File: src/rtl/rdiv_pkg.sv
package rdiv_pkg;

    // divisor value field width; divisors span 1 .. 2**DIV_W
    localparam int DIV_W    = 7;
    localparam int DIVV_W   = DIV_W + 1;
    localparam int LO_W     = DIV_W + 1;
    localparam int KEY_W    = 8;
    localparam int WR_W     = LO_W + KEY_W;
    localparam int SH_W     = 2;
    localparam int DLY_N    = (1 << SH_W) - 1;
    localparam int PKEY_LSB = SH_W + 2;

    typedef struct packed {
        logic [DIVV_W-1:0] div;
        logic              en;
        logic              flip;
        logic [SH_W-1:0]   shift;
        logic              bad;
    } cfg_t;

    typedef struct packed {
        logic [DIV_W-1:0]  cnt;
        logic [DIVV_W-1:0] act;
        logic              out;
    } core_t;

endpackage

File: src/rtl/rdiv_cfg.sv
module rdiv_cfg
    import rdiv_pkg::*;
#(
    parameter logic [KEY_W-1:0]  DIV_KEY   = 8'hAA,
    parameter logic [KEY_W-1:0]  PH_KEY    = 8'hAA,
    parameter logic [DIVV_W-1:0] DIV_RESET = 8'd32
) (
    input  logic              clk_i,
    input  logic              rst_ni,
    input  logic              div_wr_i,
    input  logic              phase_wr_i,
    input  logic [WR_W-1:0]   wr_data_i,
    output logic [DIVV_W-1:0] pend_div_o,
    output logic              en_o,
    output logic              flip_o,
    output logic [SH_W-1:0]   shift_o,
    output logic              bad_o
);

    localparam logic [DIVV_W-1:0] MAX_DIV = DIVV_W'(1) << DIV_W;

    cfg_t cfg_d, cfg_q;

    logic [KEY_W-1:0] div_key, ph_key;
    logic [LO_W-1:0]  lo_val;
    logic             div_ok, ph_ok;

    always_comb begin
        div_key = wr_data_i[WR_W-1:LO_W];
        lo_val  = wr_data_i[LO_W-1:0];
        ph_key  = wr_data_i[PKEY_LSB+KEY_W-1:PKEY_LSB];
        div_ok  = (div_key == DIV_KEY) && !lo_val[LO_W-1];
        ph_ok   = (ph_key == PH_KEY);

        cfg_d     = cfg_q;
        cfg_d.bad = 1'b0;

        if (div_wr_i) begin
            if (div_ok && (lo_val[LO_W-2:0] != '0)) begin
                cfg_d.div = {1'b0, lo_val[LO_W-2:0]};
            end else begin
                cfg_d.div = MAX_DIV;
            end
            if (!div_ok) begin
                cfg_d.bad = 1'b1;
            end
        end

        if (phase_wr_i) begin
            if (ph_ok) begin
                cfg_d.en    = wr_data_i[SH_W+1];
                cfg_d.flip  = wr_data_i[SH_W];
                cfg_d.shift = wr_data_i[SH_W-1:0];
            end else begin
                cfg_d.en    = 1'b1;
                cfg_d.flip  = 1'b0;
                cfg_d.shift = '0;
                cfg_d.bad   = 1'b1;
            end
        end
    end

    always_ff @(posedge clk_i or negedge rst_ni) begin
        if (!rst_ni) begin
            cfg_q.div   <= DIV_RESET;
            cfg_q.en    <= 1'b1;
            cfg_q.flip  <= 1'b0;
            cfg_q.shift <= '0;
            cfg_q.bad   <= 1'b0;
        end else begin
            cfg_q <= cfg_d;
        end
    end

    assign pend_div_o = cfg_q.div;
    assign en_o       = cfg_q.en;
    assign flip_o     = cfg_q.flip;
    assign shift_o    = cfg_q.shift;
    assign bad_o      = cfg_q.bad;

endmodule

File: src/rtl/rdiv_core.sv
module rdiv_core
    import rdiv_pkg::*;
#(
    parameter logic [DIVV_W-1:0] DIV_RESET = 8'd32
) (
    input  logic              clk_i,
    input  logic              rst_ni,
    input  logic [DIVV_W-1:0] pend_div_i,
    output logic              out_o,
    output logic [DIVV_W-1:0] act_div_o,
    output logic              div_one_o
);

    core_t core_d, core_q;
    logic  wrap;

    always_comb begin
        // last count of the period: the next edge starts a new rising edge
        wrap   = ({1'b0, core_q.cnt} == (core_q.act - 1'b1));
        core_d = core_q;
        if (wrap) begin
            core_d.cnt = '0;
            core_d.act = pend_div_i;
        end else begin
            core_d.cnt = core_q.cnt + 1'b1;
        end
        core_d.out = ({1'b0, core_d.cnt} < (core_d.act >> 1));
    end

    always_ff @(posedge clk_i or negedge rst_ni) begin
        if (!rst_ni) begin
            core_q.cnt <= DIV_W'(DIV_RESET - 1'b1);
            core_q.act <= DIV_RESET;
            core_q.out <= 1'b0;
        end else begin
            core_q <= core_d;
        end
    end

    assign out_o     = core_q.out;
    assign act_div_o = core_q.act;
    assign div_one_o = (core_q.act == DIVV_W'(1));

endmodule

File: src/rtl/rdiv_phase.sv
module rdiv_phase
    import rdiv_pkg::*;
(
    input  logic            clk_i,
    input  logic            rst_ni,
    input  logic            div_i,
    input  logic            en_i,
    input  logic            flip_i,
    input  logic [SH_W-1:0] shift_i,
    output logic            phase_o
);

    logic [DLY_N-1:0] dly_d, dly_q;
    logic [DLY_N:0]   taps;

    always_comb begin
        dly_d[0] = div_i;
        taps[0]  = div_i;
    end

    for (genvar i = 1; i < DLY_N; i++) begin : g_stage
        always_comb dly_d[i] = dly_q[i-1];
    end

    for (genvar i = 1; i <= DLY_N; i++) begin : g_tap
        always_comb taps[i] = dly_q[i-1];
    end

    always_ff @(posedge clk_i or negedge rst_ni) begin
        if (!rst_ni) begin
            dly_q <= '0;
        end else begin
            dly_q <= dly_d;
        end
    end

    assign phase_o = en_i & (taps[shift_i] ^ flip_i);

endmodule

File: src/rtl/rdiv_top.sv
module rdiv_top
    import rdiv_pkg::*;
#(
    parameter logic [KEY_W-1:0]  DIV_KEY   = 8'hAA,
    parameter logic [KEY_W-1:0]  PH_KEY    = 8'hAA,
    parameter logic [DIVV_W-1:0] DIV_RESET = 8'd32
) (
    input  logic            clk_i,
    input  logic            rst_ni,
    input  logic            div_wr_i,
    input  logic            phase_wr_i,
    input  logic [WR_W-1:0] wr_data_i,
    output logic            clk_div_o,
    output logic            clk_phase_o,
    output logic            running_o,
    output logic            bad_write_o
);

    logic [DIVV_W-1:0] pend_div, act_div;
    logic              ph_en, ph_flip, core_out, div_one, phase_raw;
    logic [SH_W-1:0]   ph_shift;
    logic              run_d, run_q;

    rdiv_cfg #(
        .DIV_KEY  (DIV_KEY),
        .PH_KEY   (PH_KEY),
        .DIV_RESET(DIV_RESET)
    ) u_cfg (
        .clk_i     (clk_i),
        .rst_ni    (rst_ni),
        .div_wr_i  (div_wr_i),
        .phase_wr_i(phase_wr_i),
        .wr_data_i (wr_data_i),
        .pend_div_o(pend_div),
        .en_o      (ph_en),
        .flip_o    (ph_flip),
        .shift_o   (ph_shift),
        .bad_o     (bad_write_o)
    );

    rdiv_core #(
        .DIV_RESET(DIV_RESET)
    ) u_core (
        .clk_i     (clk_i),
        .rst_ni    (rst_ni),
        .pend_div_i(pend_div),
        .out_o     (core_out),
        .act_div_o (act_div),
        .div_one_o (div_one)
    );

    rdiv_phase u_phase (
        .clk_i  (clk_i),
        .rst_ni (rst_ni),
        .div_i  (core_out),
        .en_i   (ph_en),
        .flip_i (ph_flip),
        .shift_i(ph_shift),
        .phase_o(phase_raw)
    );

    always_comb run_d = 1'b1;

    always_ff @(posedge clk_i or negedge rst_ni) begin
        if (!rst_ni) begin
            run_q <= 1'b0;
        end else begin
            run_q <= run_d;
        end
    end

    // divide-by-one bypasses the counter; shift and invert drop out there
    assign clk_div_o   = div_one ? clk_i : core_out;
    assign clk_phase_o = div_one ? (clk_i & ph_en) : phase_raw;
    assign running_o   = run_q;

endmodule

File: config.mk
export PLATFORM = sky130hd
export DESIGN_NAME = rdiv_top
export DESIGN_NICKNAME = d
export VERILOG_FILES = /design/src/rtl/rdiv_pkg.sv /design/src/rtl/rdiv_cfg.sv /design/src/rtl/rdiv_core.sv /design/src/rtl/rdiv_phase.sv /design/src/rtl/rdiv_top.sv
export SDC_FILE = /design/constraint.sdc
export NUM_CORES = 1
export LEC_CHECK = 0
export ABC_AREA = 1
export BUFFER_PORTS_ARGS = -buffer_cell sky130_fd_sc_hd__buf_2
export CELL_PAD_IN_SITES_DETAIL_PLACEMENT = 0
export CELL_PAD_IN_SITES_GLOBAL_PLACEMENT = 1
export CORE_MARGIN = 2
export CORE_UTILIZATION = 25
export CTS_CLUSTER_SIZE = 24
export DETAILED_ROUTE_END_ITERATION = 10
export HOLD_SLACK_MARGIN = 0.05
export PLACE_DENSITY_LB_ADDON = 0.1
export SLEW_MARGIN = 20
export SYNTH_ARGS = -nofsm -noshare
export SYNTH_HDL_FRONTEND = slang
export SYNTH_SLANG_ARGS = --single-unit
File: constraint.sdc
create_clock -name clk_i -period 2.48 [get_ports clk_i]
set_input_delay 0.248 -clock clk_i [delete_from_list [all_inputs] [get_ports clk_i]]
set_output_delay 0.248 -clock clk_i [all_outputs]
set_load 0.01 [all_outputs]
==> metrics.yaml, run 1 <==
routing:
  drtIter0Drc: 44
  drc_errors: 0
  routedWlPerCell_um: 12.6
  routed_via_density: 4.16
  ant_nets: 0
  dr.pass1.iters: 4
  detail_route.wirelength_um: 4920
  vias: 1626
place:
  placed_area_sq_mm: 0.00216
  io_buffers: 23
  dp_hpwl_um: 3850
  dp.cells: 371
  gp_congestion: 0.747
logic_synthesis:
  syn_avg_cell_area_sq_um: 7.76
  synth-main-ff-cell: "dfrtp_1"
  yosysUniqueCellTypes: 29
  yosysSeqAreaShare: 0.436
  synth_area_leader_cell: "dfrtp_1"
  async_flop_share: 1.00
  netlist_area_sq_mm: 0.00192
  synthCells: 247
  synth_nets: 276
  yosys_warnings: 0
  synth_top_area_frac: 0.327
  synth_edf_count: 0
  synth.top_cells.by_area: "dfrtp_1 (33%), nand2_1 (13%), dfstp_2 (11%), inv_1 (6.3%), ha_1 (5.9%)"
  yosys_register_bits: 33
power_and_ir_drop:
  sequentialPowerShare: 0.429
  power_density_mw_per_mm2: 518
  power_leakage_nw: 1.21
  ir_drop_mv: 0.307
  p_switching_mw: 0.290
  p_int_mw: 0.990
  swShare: 0.227
  combPwrFrac: 0.040
  pwr-share-clk: 0.531
sta:
  slew_headroom: 0.508
  layout_min_cycle_time_ps: 2340
  finalCritPeriodShare: 0.942
  setup_viol: 0
  tightestPinTransition_ps: 738
  drv_slew: 0
  rsz0062_at_grt: "true"
  hold_viol: 0
  finalClockSkew_ps: 6.01
  timing.fmax_mhz: 428
worst_setup_path:
  end_kind: "primary output"
  crit_type: "flip-flop to primary output"
  arrival_ps: 2090
  cp_slowest_stage_delay_ps: 470
  worst-path-buf-inv: 2
  cp_max_fo: 4
  cp.required_ps: 2230
  slowest_stage: "or3b_2"
  crit_chain: "buf_4 -> ha_1 -> nand3_1 -> nor3_4 -> or3b_2 -> a21boi_1 -> buf_2"
  start_kind: "flip-flop"
  critPathTopFamily: "simple AND/OR/NAND/NOR gates"
die:
  core_area_sq_mm: 0.00733
  initial_utilization: 0.261
  die_h_um: 91.5
  std_cell_rows: 31
  die_x_um: 91.5
  ios: 24
  die_area_sq_mm: 0.00838
clock_tree:
  tritoncts: "done"
  clk_pin_slew_ps: 70
  clk-insertion-delay-late_ps: 380
flow_run:
  max-cap-violations: 0
global_routing:
  gr-usage-all-layers: 0.137
  grt_antenna_before_repair: 0
  grt_pass1_vias: 1800
  overflow: 0
  grt_first_pass_wirelength_um: 8560
  grt_max_degree: 34
outcome:
  outcome: "finished clean"
finish:
  n_fill_cell: 789
  post-route-cell-area_sq_mm: 0.00247
  final_cells: 391
  num_antenna_cells: 0
  nNetsFinal: 319
  utilization: 0.337
  drive_gt1_frac: 0.332
  area_growth_pct: 29.0
worst_hold_path:
  hp-class: "input port to flip-flop"
[area by class of cell]
cell class / count / area (sq um) / area share
multi-input combinational: 172 / 968 / 0.392
sequential: 33 / 838 / 0.339
clock buffer: 17 / 209 / 0.0846
timing repair buffer: 29 / 171 / 0.0694
inverter: 40 / 155 / 0.0628
tap: 99 / 124 / 0.0501
clock inverter: 1 / 5.00 / 0.00203
[what timing repair did]
| item | in CTS | in global routing |
|---|---|---|
| resized for setup | 6 | 22 |
| endpoints found under the setup margin | 3 | 3 |
| buffers inserted | 0 | 3 |
| hold buffers | 1 | 0 |
| hold endpoints to repair | 25 | 0 |
| pin swaps | 0 | 7 |
[per-layer routing]
metal	GRT usage	part of all wire
met1	0.162	0.48
met2	0.217	0.47
met3	0.0407	0.036
met4	0.0808	0.014
met5	0	0
[power groups by stage]
stage | Combinational [mW] | Sequential (mW) | Clock (mW)
floorplan | 0.0155 | 0.558 | 0.00171
global placement | 0.0522 | 0.558 | 0.00292
detailed placement | 0.0521 | 0.558 | 0.00292
CTS | 0.0533 | 0.549 | 0.744
global route | 0.0601 | 0.549 | 0.755
finish | 0.0513 | 0.549 | 0.681
[tightest hold or removal path, delay by kind of cell]
family,cells,cell delay [ps]
compound gates,1,70
simple gates,1,60
buf+inv,1,110
[synth_stat cells, types with 2 or more instances]
cell type,n
nand2_1,66
inv_1,32
nor2_1,26
dfrtp_1,25
nand3_1,14
o21ai_0,14
a21oi_1,9
ha_1,9
dfstp_2,8
inv_2,7
nand2_2,7
o21ai_2,7
nor3_1,4
xor2_1,3
nand4_1,2
[state kept, by name (all words and copies together) (netlist names)]
signal            flops
running_o             1
u_cfg.bad_o           1
u_cfg.en_o            1
u_cfg.flip_o          1
u_cfg.pend_div_o      8
u_cfg.shift_o         2
u_core.act_div_o      8
u_core.core_q         7
u_core.out_o          1
u_phase.dly_q         3
[final timing paths]
kind,from,end,slack (ps),cells after the start
worst max-delay path,u_core.act_div_o[0]$_DFFE_PN0N_,clk_phase_o,140,7
worst min-delay path,wr_data_i[5],u_cfg.pend_div_o[5]$_DFFE_PN1P_,120,3
worst max register to register,u_core.act_div_o[4]$_DFF_PN0_,u_core.out_o$_DFF_PN0_,230,16
worst min register to register,u_phase.dly_q[1]$_DFF_PN0_,u_phase.dly_q[2]$_DFF_PN0_,380,0
max in group asynchronous,rst_ni,u_core.act_div_o[2]$_DFF_PN0_,1490,2
min in group asynchronous,rst_ni,u_cfg.shift_o[1]$_DFFE_PN0P_,460,2
[kinds of logic after synthesis]
group / Yosys count / synth area share
AOI/OAI and AO/OA: 33 / 0.105
DFF: 33 / 0.436
and+or+nand+nor: 125 / 0.287
adders and majority gates: 9 / 0.0588
xor gates and xnor gates: 4 / 0.0183
buffers and inverters: 42 / 0.0934
other: 1 / 0.00196
[layout by cell type, fill, tap and decap left out, types with 6 or more instances in the layout]
master	synthesis	routed
a21oi_1	9	8
buf_2	0	23
buf_4	0	6
clkbuf_8	0	12
dfrtp_1	25	23
dfstp_2	8	8
ha_1	9	8
inv_1	32	28
inv_2	7	11
nand2_1	66	61
nand2_2	7	11
nand3_1	14	14
nor2_1	26	24
o21ai_0	14	12
o21ai_2	7	8
[stage by stage]
stage                     power, mW  setup slack [ps]  TNS [ps]  hold WS (ps)
final                          1.28               143         0           118
after global routing           1.36             -3.18     -3.18           130
after CTS                      1.35             -3.73     -3.73           113
after detailed placement      0.613              39.3         0           359
after global placement        0.613              72.4         0           364
after floorplan               0.575               133         0         -47.6
Note: power is estimated with default switching activity, not from simulation.
==> run 2: changes to the inputs <==
Settings changed: CTS_BUF_LIST from default to sky130_fd_sc_hd__clkbuf_4.
==> run 2 against run 1 <==
Non-clock buffer count increased by 1. Combinational power increased by 4.1%. Power decreased by 21%. Wire length decreased by 0.47%. Global-route usage decreased by 0.12 points. Cell count increased by 0.26%. Sequential share of layout area increased by 1.2 points. Final area decreased by 3.3%. Critical path depth increased by 1. Largest cell class unchanged. Largest power group is now registers.
==> metrics.yaml, run 2 (synthesized netlist as in run 1, its figures left out) <==
power_and_ir_drop:
  power_leakage_nw: 1.18
  ir_drop_mv: 0.210
  power_density_mw_per_mm2: 425
  power_mw: 1.02
worst_setup_path:
  r2r_slack_ps: 230
  worst-path-buf-inv: 6
  start_kind: "clock port"
  rr_endpoint: "u_core.out_o$_DFF_PN0_"
  reg2reg_from: "u_core.act_div_o[1]$_DFF_PN0_"
  cp_slowest_stage_delay_ps: 140
  end_kind: "primary output"
  crit_type: "clock port to primary output"
  arrival_ps: 2130
  cp_max_fo: 2
  crit_chain: "clkbuf_4 -> clkbuf_4 -> clkbuf_4 -> clkbuf_4 -> nand2_4 -> clkbuf_8 -> o21ai_0 -> buf_2"
  cpMostUsedCell: "clkbuf_4"
  critPathTopFamily: "buffers and inverters"
  reg2reg_depth: 14
  slowest_stage: "buf_2"
  cp.required_ps: 2230
clock_tree:
  tritoncts: "done"
  clk_pin_slew_ps: 90
  clk-insertion-delay-late_ps: 440
global_routing:
  use_met1: 0.161
  grt_first_pass_wirelength_um: 8530
  grt_pass1_vias: 1801
  grt_most_used_layer: "met2"
  gr-usage-all-layers: 0.135
  overflow: 0
  grt.met3_usage: 0.0423
  grt_max_degree: 34
  grt_antenna_before_repair: 0
  use_met2: 0.216
sta:
  finalClockSkew_ps: 12.7
  drv_slew: 0
  whs_ps: 78.3
  setup_viol: 0
  rsz0062_at_grt: "true"
  slew_headroom: 0.508
  hold_viol: 0
  worst_slack_ps: 102
  tightestPinTransition_ps: 737
place:
  dp_slack_ps: 39.3
  dp_hpwl_um: 3850
  io_buffers: 23
  placed_area_sq_mm: 0.00216
  gp_congestion: 0.747
die:
  ios: 24
  core_area_sq_mm: 0.00733
  die_x_um: 91.5
  die_area_sq_mm: 0.00838
  std_cell_rows: 31
  die_h_um: 91.5
  initial_utilization: 0.261
worst_hold_path:
  min_to: "u_cfg.pend_div_o[4]$_DFFE_PN0P_"
  worstHoldStart: "wr_data_i[4]"
  whs_path_depth: 3
  hp-class: "input port to flip-flop"
routing:
  drtIter0Drc: 36
  routedWlPerCell_um: 12.5
  drc_errors: 0
  routed_via_density: 4.16
  ant_nets: 0
  dr.pass1.iters: 4
  detail_route.wirelength_um: 4900
  vias: 1629
finish:
  post-route-cell-area_sq_mm: 0.00239
  nNetsFinal: 320
  drive_gt1_frac: 0.328
  layout_commonest_cell: "nand2_1"
  final_cell_mix: "nand2_1 (62), inv_1 (28), nor2_1 (23), buf_2 (23), dfrtp_1 (23)"
  utilization: 0.326
  area_growth_pct: 24.7
  num_antenna_cells: 0
flow_run:
  max-cap-violations: 0
outcome:
  outcome: "finished clean"
[run 2: cell count changes in the layout (fill, tap and decap cells not counted), sizes merged]
| cell | delta |
|---|---|
| buf | -2 |
| clkinv | +2 |
| dlygate4sd3 | +1 |
[run 2: area by class of cell]
type                       count  area, sq um
fill                         807         4940
multi-input combinational    172          963
sequential                    33          838
clock inverter                 3         12.5
timing repair buffer          30          181
clock buffer                  15          114
inverter                      40          155
tap                           99          124
[run 2: layer usage]
metal | part of all wire | wire length [um]
met2 | 0.48 | 2330
met5 | 0 | 0
met4 | 0.014 | 68
met3 | 0.038 | 185
met1 | 0.47 | 2320
[run 2: what timing repair did]
item                                   4_1_cts  5_1_grt
endpoints found under the hold margin       26        0
pin swaps                                    0        9
gates resized for setup                      4       23
setup endpoints to repair                    3        3
setup buffers                                0        3
hold buffers                                 2        0
[run 2: power breakdown]
part           leakage (nW)  internal [mW]  total (mW)  switching (mW)
Clock                0.0956          0.194       0.414           0.220
Sequential            0.411          0.544       0.548         0.00385
Combinational         0.676         0.0218      0.0534          0.0316
Total                  1.18          0.760        1.02           0.255
[run 2: how the worst max path moves through the flow]
stage	start	endpoint	slack (ps)	cells past startpoint
3_3_place_gp	u_core.act_div_o[1]$_DFF_PN0_	u_core.out_o$_DFF_PN0_	70	17
2_1_floorplan	u_core.act_div_o[0]$_DFFE_PN0N_	u_core.out_o$_DFF_PN0_	130	15
4_1_cts	u_core.act_div_o[1]$_DFF_PN0_	u_core.out_o$_DFF_PN0_	10	17
5_1_grt	u_core.act_div_o[1]$_DFF_PN0_	u_core.out_o$_DFF_PN0_	-0.06	18
6_report	clk_i	clk_div_o	100	8
3_5_place_dp	u_core.act_div_o[1]$_DFF_PN0_	u_core.out_o$_DFF_PN0_	40	17
[run 2: through the flow]
stage          TNS [ps]  std cells
2_1_floorplan         0        247
3_3_place_gp          0        371
3_5_place_dp          0        371
4_1_cts               0        389
5_1_grt         -0.0588        392
6_report              0        392
[run 2: worst register-to-register path, delay by kind of cell (launching register included)]
kind            cells  cell delay [ps]
compound gates      4              400
buf+inv             3              310
fa+ha+maj           2              490
flops               1              400
xor+xnor            1              140
simple gates        4              450
